$ cat src/rtl/pixel_capture_pkg.sv
`timescale 1ns/1ps
package pixel_capture_pkg;

  // Resolved capture configuration (R6 encoding).
  typedef struct packed {
    logic wide;  // 1: full word on one edge, 0: half word per edge
    logic rise;  // 1: rising primary edge, 0: falling primary edge
  } cap_cfg_t;

  localparam cap_cfg_t CAP_CFG_DEFAULT = '{wide: 1'b1, rise: 1'b1};

endpackage

$ cat src/rtl/pixel_capture_cfg_regs.sv
`timescale 1ns/1ps
module pixel_capture_cfg_regs
  import pixel_capture_pkg::*;
(
  input  logic     clk,
  input  logic     rst_n,
  input  logic     src_reg,
  input  logic     wr_en,
  input  cap_cfg_t wr_val,
  output cap_cfg_t cfg_q
);

  // The source select doubles as the register clear.
  logic clr_n;
  assign clr_n = rst_n & src_reg;

  always_ff @(posedge clk or negedge clr_n) begin
    if (!clr_n) begin
      cfg_q <= CAP_CFG_DEFAULT;
    end else if (wr_en) begin
      cfg_q <= wr_val;
    end
  end

  AST_REGS_AT_DEFAULT: assert property (@(posedge clk) disable iff (!rst_n)
    !src_reg |-> (cfg_q == CAP_CFG_DEFAULT));

endmodule

$ cat src/rtl/pixel_capture_sampler.sv
`timescale 1ns/1ps
module pixel_capture_sampler #(
  parameter int SW = 27
) (
  input  logic          clk,
  input  logic          rst_n,
  input  logic [SW-1:0] smp_in,
  output logic [SW-1:0] rise_cur,
  output logic [SW-1:0] rise_prev,
  output logic [SW-1:0] fall_hold
);

  logic [SW-1:0] fall_cur;

  // Falling-edge sample, carried into the rising domain half a cycle later.
  always_ff @(negedge clk or negedge rst_n) begin
    if (!rst_n) fall_cur <= '0;
    else        fall_cur <= smp_in;
  end

  always_ff @(posedge clk or negedge rst_n) begin
    if (!rst_n) begin
      rise_cur  <= '0;
      rise_prev <= '0;
      fall_hold <= '0;
    end else begin
      rise_cur  <= smp_in;
      rise_prev <= rise_cur;
      fall_hold <= fall_cur;
    end
  end

endmodule

$ cat src/rtl/pixel_capture_builder.sv
`timescale 1ns/1ps
module pixel_capture_builder
  import pixel_capture_pkg::*;
#(
  parameter int HALF_W = 12,
  localparam int W  = 2 * HALF_W,
  localparam int SW = W + 3
) (
  input  logic          clk,
  input  logic          rst_n,
  input  cap_cfg_t      cfg,
  input  logic [SW-1:0] rise_cur,
  input  logic [SW-1:0] rise_prev,
  input  logic [SW-1:0] fall_hold,
  output logic [W-1:0]  pix_data,
  output logic          pix_de,
  output logic          pix_hs,
  output logic          pix_vs,
  output logic          pix_valid,
  output cap_cfg_t      word_cfg
);

  localparam int FILL_MAX = 2;

  // Timing bits from the primary sample; data full or as two low halves.
  function automatic logic [SW-1:0] build_word(input logic wide,
                                               input logic [SW-1:0] pri,
                                               input logic [SW-1:0] sec);
    if (wide) return pri;
    return {pri[SW-1:W], sec[HALF_W-1:0], pri[HALF_W-1:0]};
  endfunction

  logic [SW-1:0] pri_smp;
  logic [SW-1:0] sec_smp;
  logic          cfg_chg;
  logic          settle;
  logic [1:0]    fill;
  logic          warm;
  logic [SW-1:0] word_q;

  // Rising primary: older rising sample + following fall.
  // Falling primary: held fall sample + following rise.
  assign pri_smp = cfg.rise ? rise_prev : fall_hold;
  assign sec_smp = cfg.rise ? fall_hold : rise_cur;
  assign cfg_chg = (cfg != word_cfg);
  assign warm    = (fill == 2'(FILL_MAX));

  always_ff @(posedge clk or negedge rst_n) begin
    if (!rst_n) begin
      word_cfg  <= CAP_CFG_DEFAULT;
      fill      <= '0;
      settle    <= 1'b0;
      word_q    <= '0;
      pix_valid <= 1'b0;
    end else begin
      word_cfg  <= cfg;
      if (!warm) fill <= fill + 2'd1;
      settle    <= cfg_chg;
      word_q    <= build_word(cfg.wide, pri_smp, sec_smp);
      pix_valid <= warm && !cfg_chg && !settle;
    end
  end

  assign pix_data = word_q[W-1:0];
  assign pix_de   = word_q[W];
  assign pix_hs   = word_q[W+1];
  assign pix_vs   = word_q[W+2];

  AST_DROP_AT_CHANGE: assert property (@(posedge clk) disable iff (!rst_n)
    cfg_chg |=> !pix_valid);

  AST_DROP_AFTER_CHANGE: assert property (@(posedge clk) disable iff (!rst_n)
    cfg_chg ##1 1'b1 |=> !pix_valid);

endmodule

$ cat src/rtl/pixel_capture.sv
`timescale 1ns/1ps
module pixel_capture
  import pixel_capture_pkg::*;
#(
  parameter int HALF_W = 12
) (
  input  logic                clk,
  input  logic                rst_n,
  input  logic [2*HALF_W-1:0] in_data,
  input  logic                in_de,
  input  logic                in_hs,
  input  logic                in_vs,
  input  logic                strap_wide,
  input  logic                strap_rise,
  input  logic                cfg_src_reg,
  input  logic                reg_wr,
  input  logic                reg_wide,
  input  logic                reg_rise,
  output logic [2*HALF_W-1:0] pix_data,
  output logic                pix_de,
  output logic                pix_hs,
  output logic                pix_vs,
  output logic                pix_valid
);

  localparam int W  = 2 * HALF_W;
  localparam int SW = W + 3;

  cap_cfg_t      reg_cfg;
  cap_cfg_t      use_cfg;
  cap_cfg_t      word_cfg;
  cap_cfg_t      wr_val;
  logic [SW-1:0] smp_in;
  logic [SW-1:0] rise_cur;
  logic [SW-1:0] rise_prev;
  logic [SW-1:0] fall_hold;

  assign wr_val  = '{wide: reg_wide, rise: reg_rise};
  assign use_cfg = cfg_src_reg ? reg_cfg : '{wide: strap_wide, rise: strap_rise};
  assign smp_in  = {in_vs, in_hs, in_de, in_data};

  pixel_capture_cfg_regs u_regs (
    .clk     (clk),
    .rst_n   (rst_n),
    .src_reg (cfg_src_reg),
    .wr_en   (reg_wr),
    .wr_val  (wr_val),
    .cfg_q   (reg_cfg)
  );

  pixel_capture_sampler #(.SW(SW)) u_smp (
    .clk       (clk),
    .rst_n     (rst_n),
    .smp_in    (smp_in),
    .rise_cur  (rise_cur),
    .rise_prev (rise_prev),
    .fall_hold (fall_hold)
  );

  pixel_capture_builder #(.HALF_W(HALF_W)) u_bld (
    .clk       (clk),
    .rst_n     (rst_n),
    .cfg       (use_cfg),
    .rise_cur  (rise_cur),
    .rise_prev (rise_prev),
    .fall_hold (fall_hold),
    .pix_data  (pix_data),
    .pix_de    (pix_de),
    .pix_hs    (pix_hs),
    .pix_vs    (pix_vs),
    .pix_valid (pix_valid),
    .word_cfg  (word_cfg)
  );

  // A valid word seen at this edge was built one edge ago from a rising sample three edges ago.
  AST_WIDE_RISE_WORD: assert property (@(posedge clk) disable iff (!rst_n)
    (pix_valid && word_cfg.wide && word_cfg.rise)
      |-> (pix_data == $past(in_data, 3)));

  AST_NARROW_LOW_HALF: assert property (@(posedge clk) disable iff (!rst_n)
    (pix_valid && !word_cfg.wide && word_cfg.rise)
      |-> (pix_data[HALF_W-1:0] == $past(in_data[HALF_W-1:0], 3)));

  AST_SYNC_FROM_PRIMARY: assert property (@(posedge clk) disable iff (!rst_n)
    (pix_valid && word_cfg.rise)
      |-> ({pix_vs, pix_hs, pix_de} == $past({in_vs, in_hs, in_de}, 3)));

endmodule

$ cat config.mk
export PLATFORM = sky130hd
export DESIGN_NAME = pixel_capture
export DESIGN_NICKNAME = d
export VERILOG_FILES = /design/src/rtl/pixel_capture_pkg.sv /design/src/rtl/pixel_capture_cfg_regs.sv /design/src/rtl/pixel_capture_sampler.sv /design/src/rtl/pixel_capture_builder.sv /design/src/rtl/pixel_capture.sv
export SDC_FILE = /design/constraint.sdc
export NUM_CORES = 1
export LEC_CHECK = 0
export ABC_CLOCK_PERIOD_IN_PS = 2100
export BUFFER_PORTS_ARGS = -buffer_cell sky130_fd_sc_hd__buf_4
export CORE_UTILIZATION = 30
export CTS_CLUSTER_SIZE = 12
export DETAILED_ROUTE_END_ITERATION = 7
export PLACE_DENSITY = 0.55
export SLEW_MARGIN = 0
export SYNTH_ARGS = -nofsm -noshare
export SYNTH_HDL_FRONTEND = slang
export SYNTH_SLANG_ARGS = --single-unit
export TNS_END_PERCENT = 5
$ cat constraint.sdc
create_clock -name clk -period 2.1 [get_ports clk]
set_input_delay 0.42 -clock clk [delete_from_list [all_inputs] [get_ports clk]]
set_output_delay 0.42 -clock clk [all_outputs]
set_load 0.02 [all_outputs]
==> impl_metrics.yaml, run 1 <==
layout:
  fin_nets: 337
  areaGrowthSynthToFinish_pct: 32.72
  post-route-util_pct: 40.90
  stdcell_area_um2: 5699
  drive_gt1_share_pct: 39.49
  antenna_cells: 0
  final_cell_mix: "dfrtp_1, buf_4, mux2i_1"
  fillers: 1250
  final_common_cell: "dfrtp_1"
place:
  post-dp-hpwl_um: 3999
  port_buffers: 62
  placed_area_um2: 5079
  routabilityCongestion: 0.6504
clocking:
  clkSinkCount: 143
  cts_tree: "built"
  post-cts-setup-buffers: 0
  htreeDepth: 4
  cts_made_buffers: 17
  cts_root_buf: "clkbuf_16"
  ctsHoldBuffers: 1
  cts_resized: 0
  path_clk_slew_ns: 0.06
  clk_latency_ns: 0.41
  clock_path_buffers: 2
die:
  pin_count: 63
  core-area_um2: 13930
  start_util_pct: 30.82
  die_x_um: 121.6
  fp-row-count: 43
  die_h_um: 121.6
  dieArea_um2: 14800
route:
  drt_pass1_iterations: 3
  vias: 1935
  wl_um: 6426
  route.detailed.drc: 0
  ant_nets: 0
  drt_iter0_drc: 42
  routedWlPerCell_um: 13.01
  vias_per_cell: 3.917
pwr:
  total_power_w: 0.006568
  pwr_density_cell_nw_per_um2: 1152
  peakVddDrop_uv: 674.8
  p_leak_nw: 2.653
worst_setup_path:
  cp_cell_sequence: "dlygate4sd3_1 > buf_6 > buf_12"
  setup.worst_path.start_class: "input port"
  critPathKind: "input port to asynchronous set/reset pin"
  max_stage_delay_ns: 0.54
  cp_slowest_cell: "dlygate4sd3_1"
  endpoint_kind: "asynchronous set/reset pin"
  critical_path_arrival_ns: 1.38
  worstPathRequired_ns: 1.70
  cp_max_fo: 44
timing:
  fin_skew_ns: 0.02570
  tns_ns: 0
  rsz0062_at_grt: "no"
  worst_pin_slew_ns: 0.3335
  hold_ws_ns: 0.1172
  relSlewSlack_pct: 77.13
  drv_slew: 0
  hold_viol_final: 0
  setup_viol: 0
global_routing:
  grt_use_total_pct: 10.13
  grt_first_pass_wirelength_um: 10650
  overflow: 0
  grt_max_degree: 45
  grt_pass1_vias: 2141
  antenna_found_initial: 0
synth:
  synthCells: 215
  syn_nets: 251
  synth_area_um2: 4294
  avgSynthCellArea_um2: 19.97
  yosys_register_bits: 143
  synth_area_leaders: "dfrtp_1, dfrtn_1, mux2i_1"
  synth_top_area_share_pct: 65.27
  ys_types: 17
  synth_area_leader_cell: "dfrtp_1"
  synth-seq-area-share_pct: 83.45
  yosysWarnings: 0
min_path:
  hold_class: "input port to flip-flop"
outcome:
  status: "complete, no violations"
flow_run:
  maxCapViolCount: 0
report_power, final:
group / internal (W) / switching (W)
clock: 0.00196 / 0.00107
combinational: 0.000255 / 0.000277
sequential: 0.00295 / 0.0000599
path summary, 6_finish.rpt:
| kind | startpoint | to | slack [ns] | cells after the start |
|---|---|---|---|---|
| max | rst_n | u_smp.fall_cur[0] | 0.32 | 3 |
| min | in_data[1] | u_smp.rise_cur[1] | 0.12 | 1 |
| max reg2reg | u_smp.fall_cur[7] | u_smp.fall_hold[7] | 0.61 | 0 |
| min reg2reg | u_smp.rise_cur[21] | u_smp.rise_prev[21] | 0.35 | 0 |
| max in group clk | u_smp.fall_cur[7] | u_smp.fall_hold[7] | 0.61 | 0 |
| min in group asynchronous | cfg_src_reg | u_regs.cfg_q[0] | 0.14 | 2 |
registers in the layout (all words and copies together), names as in the netlist:
register and count:
u_bld.word_q 27, u_bld.settle 1, u_smp.fall_hold 27, u_bld.fill 2, u_regs.cfg_q 2, u_bld.pix_valid 1
u_smp.rise_cur 27, u_smp.fall_cur 27, u_bld.word_cfg 2, u_smp.rise_prev 27
per-stage QoR:
| stage | setup WS (ns) | instances |
|---|---|---|
| final | 0.3162 | 494 |
| after global routing | 0.2576 | 494 |
| after CTS | 0.3120 | 494 |
| after detailed placement | 0.3548 | 461 |
| after global placement | 0.3563 | 461 |
| after floorplan | 0.4856 | 215 |
layer usage:
| layer | wire [µm] | share of wire (%) | track usage [%] |
|---|---|---|---|
| met3 | 382 | 5.9 | 5.337 |
| met5 | 0 | 0 | 0 |
| met1 | 2836 | 44 | 12.10 |
| met2 | 3054 | 48 | 14.67 |
| met4 | 153 | 2.4 | 5.556 |
worst max-delay path: cells and delay by family:
kind	cells	cell delay [ns]
buffers and inverters	3	0.95
cell families after synthesis:
kind of cell	count (synthesis)	share of synthesized area, %
AND/OR/NAND/NOR	4	0.7284
XOR/XNOR	3	0.6120
adder cells (fa/ha/maj)	1	0.2913
multiplexers	55	13.61
flip-flops	143	83.45
buffers and inverters	8	1.195
AO/OA/AOI/OAI	1	0.1164
cell type report:
cell class                      count  area [µm²]  area share [%]
Sequential cell                   143        3583           62.88
Timing Repair Buffer               72       596.8           10.47
Inverter                            3       11.26          0.1976
Multi-Input combinational cell     64       671.9           11.79
Tap cell                          180       225.2           3.952
Clock buffer                       23       478.0           8.386
Clock inverter                      9       132.6           2.327
synthesized netlist by cell type (all sizes together):
cell type	count
dfstp	4
buf	5
nor4b	1
nand2	1
and2	1
inv	3
dfrtp	112
mux2i	38
or2	1
xnor2	3
ha	1
mux2	17
o21ai	1
dfrtn	27
Note: power is estimated with default switching activity, not from simulation.
==> run 2, diff against run 1 <==
- ABC_CLOCK_PERIOD_IN_PS: 2100 -> 1500
- PLACE_DENSITY: 0.55 -> 0.57
- clock period: 2.1 -> 1.5 ns (I/O delays scaled with it)
==> run 2 against run 1 <==
The flow now finishes with violations (negative setup slack). Power is 42% higher. Non-clock buffer count grew 27. Setup slack lost 0.32 ns. Register-to-register slack got worse by 0.45 ns. Global-route usage grew 0.33 points. Routed wire length increased by 3.5%. Sequential power rose by 40%. Clock power rose by 42%. Worst hold slack worse by 0.098 ns. Core utilization up 2.2 points. Critical path type is now input port to flip-flop.
==> impl_metrics.yaml, run 2 (synthesis gave the netlist of run 1 again) <==
timing:
  setup_viol: 1
  relSlewSlack_pct: 85.83
  fin_skew_ns: 0.01960
  hold_viol_final: 0
  drv_slew: 0
  fin_ws_ns: -0.001449
  rsz0062_at_grt: "no"
  worst_pin_slew_ns: 0.2110
global_routing:
  grt_use_total_pct: 10.47
  grt_first_pass_wirelength_um: 11170
  grt_pass1_vias: 2266
  overflow: 0
  antenna_found_initial: 0
  grt_max_degree: 30
outcome:
  violations: "negative setup slack"
  status: "complete, but fails checks"
die:
  pin_count: 63
  start_util_pct: 30.82
  die_x_um: 121.6
  dieArea_um2: 14800
  fp-row-count: 43
  core-area_um2: 13930
  die_h_um: 121.6
layout:
  areaGrowthSynthToFinish_pct: 39.71
  post-route-util_pct: 43.05
  antenna_cells: 0
  fillers: 1243
  final_cell_mix: "dfrtp_1, buf_4, mux2i_1"
  instances_no_fill: 521
  fin_nets: 364
  drive_gt1_share_pct: 38.42
  final_common_cell: "dfrtp_1"
route:
  ant_nets: 0
  drt_iter0_drc: 47
  vias: 2057
  route.detailed.drc: 0
  drt_pass1_iterations: 4
  wl_um: 6648
  vias_per_cell: 3.948
  routedWlPerCell_um: 12.76
pwr:
  peakVddDrop_uv: 859.4
  power_switching_w: 0.001962
  swShare_pct: 21.02
  total_power_w: 0.009335
  p_leak_nw: 2.793
  p_int_w: 0.007372
  power.share.combinational_pct: 8.6
  power_frac_seq_pct: 45.2
  clockPowerShare_pct: 46.2
  pwr_density_cell_nw_per_um2: 1556
min_path:
  hold_class: "input port to flip-flop"
  min-delay-start: "in_data[12]"
worst_setup_path:
  critPathLaunch: "in_data[23]"
  cp_max_fo: 2
  crit_family: "buffers and inverters"
  r2r-start: "u_regs.cfg_q[1]"
  critical_path_arrival_ns: 0.99
  setup.worst_path.start_class: "input port"
  worstPathRequired_ns: 0.99
  endpoint_kind: "flip-flop"
  path_buf_inv: 2
  max_stage_delay_ns: 0.54
  critPathKind: "input port to flip-flop"
  cp_cell_sequence: "dlygate4sd3_1 > buf_4"
  cp_slowest_cell: "dlygate4sd3_1"
place:
  routabilityCongestion: 0.6846
  port_buffers: 62
  dp.cells: 466
  post-dp-hpwl_um: 4277
clocking:
  clock_path_buffers: 2
  clkSinkCount: 143
  cts_made_buffers: 17
  clk_latency_ns: 0.40
  path_clk_slew_ns: 0.05
  htreeDepth: 4
  cts_tree: "built"
  cts_root_buf: "clkbuf_16"
flow_run:
  maxCapViolCount: 0
[run 2: cell types whose count changed in the layout (fill, tap and decap cells not counted), sizes merged]
| cell | change |
|---|---|
| clkinvlp | -1 |
| dlygate4sd3 | +22 |
| clkinv | +1 |
| buf | +5 |
[run 2: worst paths after layout]
kind                       cells after the start  slack, ns             endpoint
min reg2reg                                    0       0.34  u_smp.rise_prev[12]
min in group asynchronous                      2       0.04      u_regs.cfg_q[1]
max reg2reg                                    4       0.16         u_bld.settle
max                                            2     -0.001   u_smp.fall_cur[23]
min                                            1       0.02   u_smp.rise_cur[12]
max in group asynchronous                      3       0.14    u_smp.fall_cur[1]
[run 2: routing by layer]
metal,wire (µm),up-vias,GRT usage (%)
met5,0,-,0
met4,125,0,5.324
met3,341,12,3.886
met2,3359,48,16.73
met1,2822,1055,12.36
li1,-,942,-
[run 2: timing repair]
item / CTS / global route
endpoints found under the hold margin: 79 / 1
endpoints found under the setup margin: 0 / 0
buffers inserted: 0 / 0
gates resized for setup: 0 / 0
hold buffers: 22 / 1
[run 2: stage by stage]
step	setup slack, ns	instance area, µm²	TNS (ns)	hold slack (ns)
after detailed placement	0.05872	5141	0	0.1551
after global routing	0.001285	6000	0	0.004209
after floorplan	0.2532	4294	0	0.004409
after global placement	0.09301	5141	0	0.1534
after CTS	0.003995	5989	0	0.0004683
final	-0.001449	6000	-0.001449	0.01932
[run 2: power by group through the flow]
| stage | Clock, W | Combinational, W | Sequential (W) |
|---|---|---|---|
| 2_1_floorplan | 0 | 0.000247 | 0.00438 |
| 3_3_place_gp | 0 | 0.000763 | 0.00428 |
| 3_5_place_dp | 0 | 0.000780 | 0.00429 |
| 4_1_cts | 0.00445 | 0.000828 | 0.00422 |
| 5_1_grt | 0.00461 | 0.000884 | 0.00424 |
| 6_report | 0.00431 | 0.000807 | 0.00422 |
[run 2: layout make-up]
| cell class | count | area, µm² | share of cell area [%] |
|---|---|---|---|
| clock buffers | 23 | 498.0 | 8.300 |
| inverters | 3 | 11.26 | 0.1877 |
| flip-flops and latches | 143 | 3583 | 59.73 |
| clock inverters | 9 | 130.1 | 2.169 |
| well taps | 180 | 225.2 | 3.754 |
| multi-input cells | 64 | 671.9 | 11.20 |
| repair buffers | 99 | 879.6 | 14.66 |
==> run 3, diff against run 2 <==
- ABC_AREA: not set -> 1
- SLEW_MARGIN: 0 -> 20
==> run 3 against run 2 <==
The flow now finishes without violations. Via count up 21%. Worst hold slack better by 0.0033 ns. Power up 0.24%. Sequential share of layout area down 1.6 points. Critical path depth unchanged. Design area up 2.8%. First-iteration DRC count rose to 2.9 times the previous value. Clock power down 0.9%. Sequential power about the same. Largest power group unchanged.
==> impl_metrics.yaml, run 3 <==
timing:
  rsz0062_at_grt: "no"
  tns_ns: 0
  setup_viol: 0
  drv_slew: 0
  fin_ws_ns: 0.007687
  worst_pin_slew_ns: 0.2197
  relSlewSlack_pct: 85.34
  fin_skew_ns: 0.02326
  hold_viol_final: 0
min_path:
  hold_class: "input port to flip-flop"
pwr:
  pwr_density_cell_nw_per_um2: 1517
  p_leak_nw: 2.959
  peakVddDrop_uv: 683.8
  total_power_w: 0.009357
clocking:
  cts_made_buffers: 17
  clk_latency_ns: 0.40
  clock_path_buffers: 2
  htreeDepth: 4
  cts_root_buf: "clkbuf_16"
  cts_tree: "built"
  clkSinkCount: 143
  path_clk_slew_ns: 0.05
worst_setup_path:
  endpoint_kind: "flip-flop"
  cp_cell_sequence: "dlygate4sd3_1 > buf_4"
  cp_slowest_cell: "dlygate4sd3_1"
  worstPathRequired_ns: 0.99
  critPathKind: "input port to flip-flop"
  max_stage_delay_ns: 0.54
  crit_family: "buffers and inverters"
  critical_path_arrival_ns: 0.98
  cp_max_fo: 2
  path_buf_inv: 2
  setup.worst_path.start_class: "input port"
synth:
  synth-seq-area-share_pct: 79.36
  ys_types: 19
  synth_area_leader_cell: "dfrtp_1"
  synth_top_area_share_pct: 62.07
  synth_area_um2: 4516
  synth.most_common_cell: "dfrtp_1"
  synth_edf_count: 0
  synthCells: 322
  yosysWarnings: 0
  async_reset_ff_share_pct: 100.0
  syn_nets: 358
  synth_area_leaders: "dfrtp_1, dfrtn_1, nand2_1"
  synthFlopType: "dfrtp_1"
  yosys_register_bits: 143
  avgSynthCellArea_um2: 14.02
  synth_common_cells: "dfrtp_1, nand2_1, inv_1, dfrtn_1, o21ai_2"
route:
  wl_um: 7742
  route.detailed.drc: 0
  routedWlPerCell_um: 12.27
  drt_iter0_drc: 138
  vias_per_cell: 3.945
  drt_pass1_iterations: 4
  ant_nets: 0
  vias: 2489
die:
  die_x_um: 124.7
  start_util_pct: 30.95
  pin_count: 63
  dieArea_um2: 15550
  core-area_um2: 14590
  die_h_um: 124.7
  fp-row-count: 44
layout:
  antenna_cells: 0
  areaGrowthSynthToFinish_pct: 36.55
  post-route-util_pct: 42.26
  fin_nets: 470
  final_common_cell: "dfrtp_1"
  instances_no_fill: 631
  final_cell_mix: "dfrtp_1, buf_4, nand2_1"
  drive_gt1_share_pct: 30.43
place:
  dp.cells: 573
  routabilityCongestion: 0.7910
  post-dp-hpwl_um: 5329
  pre_cts_slack_ns: 0.1682
  port_buffers: 62
global_routing:
  grt_first_pass_wirelength_um: 13090
  grt_max_degree: 32
  grt_use_total_pct: 11.16
  overflow: 0
  grt_pass1_vias: 2684
  antenna_found_initial: 0
outcome:
  status: "complete, no violations"
flow_run:
  maxCapViolCount: 0
[run 3: changes by cell type in the layout (fill, tap and decap cells not counted), moves of 13 or more]
| cell | previous run | this run |
|---|---|---|
| mux2_2 | 17 | 0 |
| nand2_1 | 1 | 61 |
| o21ai_2 | 0 | 22 |
| inv_1 | 3 | 34 |
| mux2i_1 | 36 | 0 |
| nand3_1 | 0 | 14 |
| nor2_1 | 0 | 13 |
[run 3: per-layer routing]
| metal | track usage [%] | routed length [µm] | share of wire, % | up-vias |
|---|---|---|---|---|
| li1 | - | - | - | 1227 |
| met1 | 13.23 | 3501 | 45 | 1203 |
| met2 | 17.39 | 3779 | 49 | 44 |
| met3 | 4.081 | 281 | 3.6 | 15 |
| met4 | 6.520 | 180 | 2.3 | 0 |
| met5 | 0 | 0 | 0 | - |
[run 3: area by class of cell]
| type | count | area (µm²) |
|---|---|---|
| sequential | 143 | 3583 |
| clock buffer | 22 | 444.2 |
| clock inverter | 10 | 163.9 |
| multi-input combinational | 134 | 701.9 |
| tap | 184 | 230.2 |
| timing repair buffer | 102 | 899.6 |
| inverter | 36 | 142.6 |
| fill | 1325 | 8423 |
[run 3: path summary, 6_finish.rpt]
check	start	to	slack [ns]	depth (start not counted)
max	in_data[23]	u_smp.fall_cur[23]	0.008	2
min	in_data[10]	u_smp.rise_cur[10]	0.02	1
max reg2reg	u_regs.cfg_q[0]	u_bld.word_q[13]	0.19	6
min reg2reg	u_smp.rise_cur[24]	u_smp.rise_prev[24]	0.34	0
max in group asynchronous	rst_n	u_smp.fall_cur[7]	0.14	3
min in group asynchronous	rst_n	u_smp.rise_cur[5]	0.29	2
[run 3: cells by family (layout without fill, tap and decap cells)]
kind of cell	Yosys count	in the layout	share of synthesized area, %
flops	143	143	79.36
buf+inv	45	170	5.292
compound gates	39	39	6.151
simple gates	93	93	8.728
xor+xnor	1	1	0.1940
fa+ha+maj	1	1	0.2770
[run 3: timing repair]
action	4_1_cts	5_1_grt
gates resized for setup	0	3
setup endpoints to repair	0	7
setup buffers	0	0
hold endpoints to repair	73	0
hold buffers	26	0
[run 3: power breakdown]
group          internal [W]  switching [W]  total [W]  leakage, nW
combinational      0.000376       0.000499   0.000875        0.998
clock               0.00278        0.00149    0.00427        0.292
sequential          0.00413      0.0000849    0.00421         1.67
total               0.00729        0.00207    0.00936         2.96
[run 3: metrics by stage]
step | hold slack, ns | area (µm²)
after global routing | 0.001630 | 6166
after CTS | 0.004572 | 6152
after floorplan | 0.004409 | 4516
final | 0.02260 | 6166
after detailed placement | 0.1464 | 5284
after global placement | 0.1480 | 5284
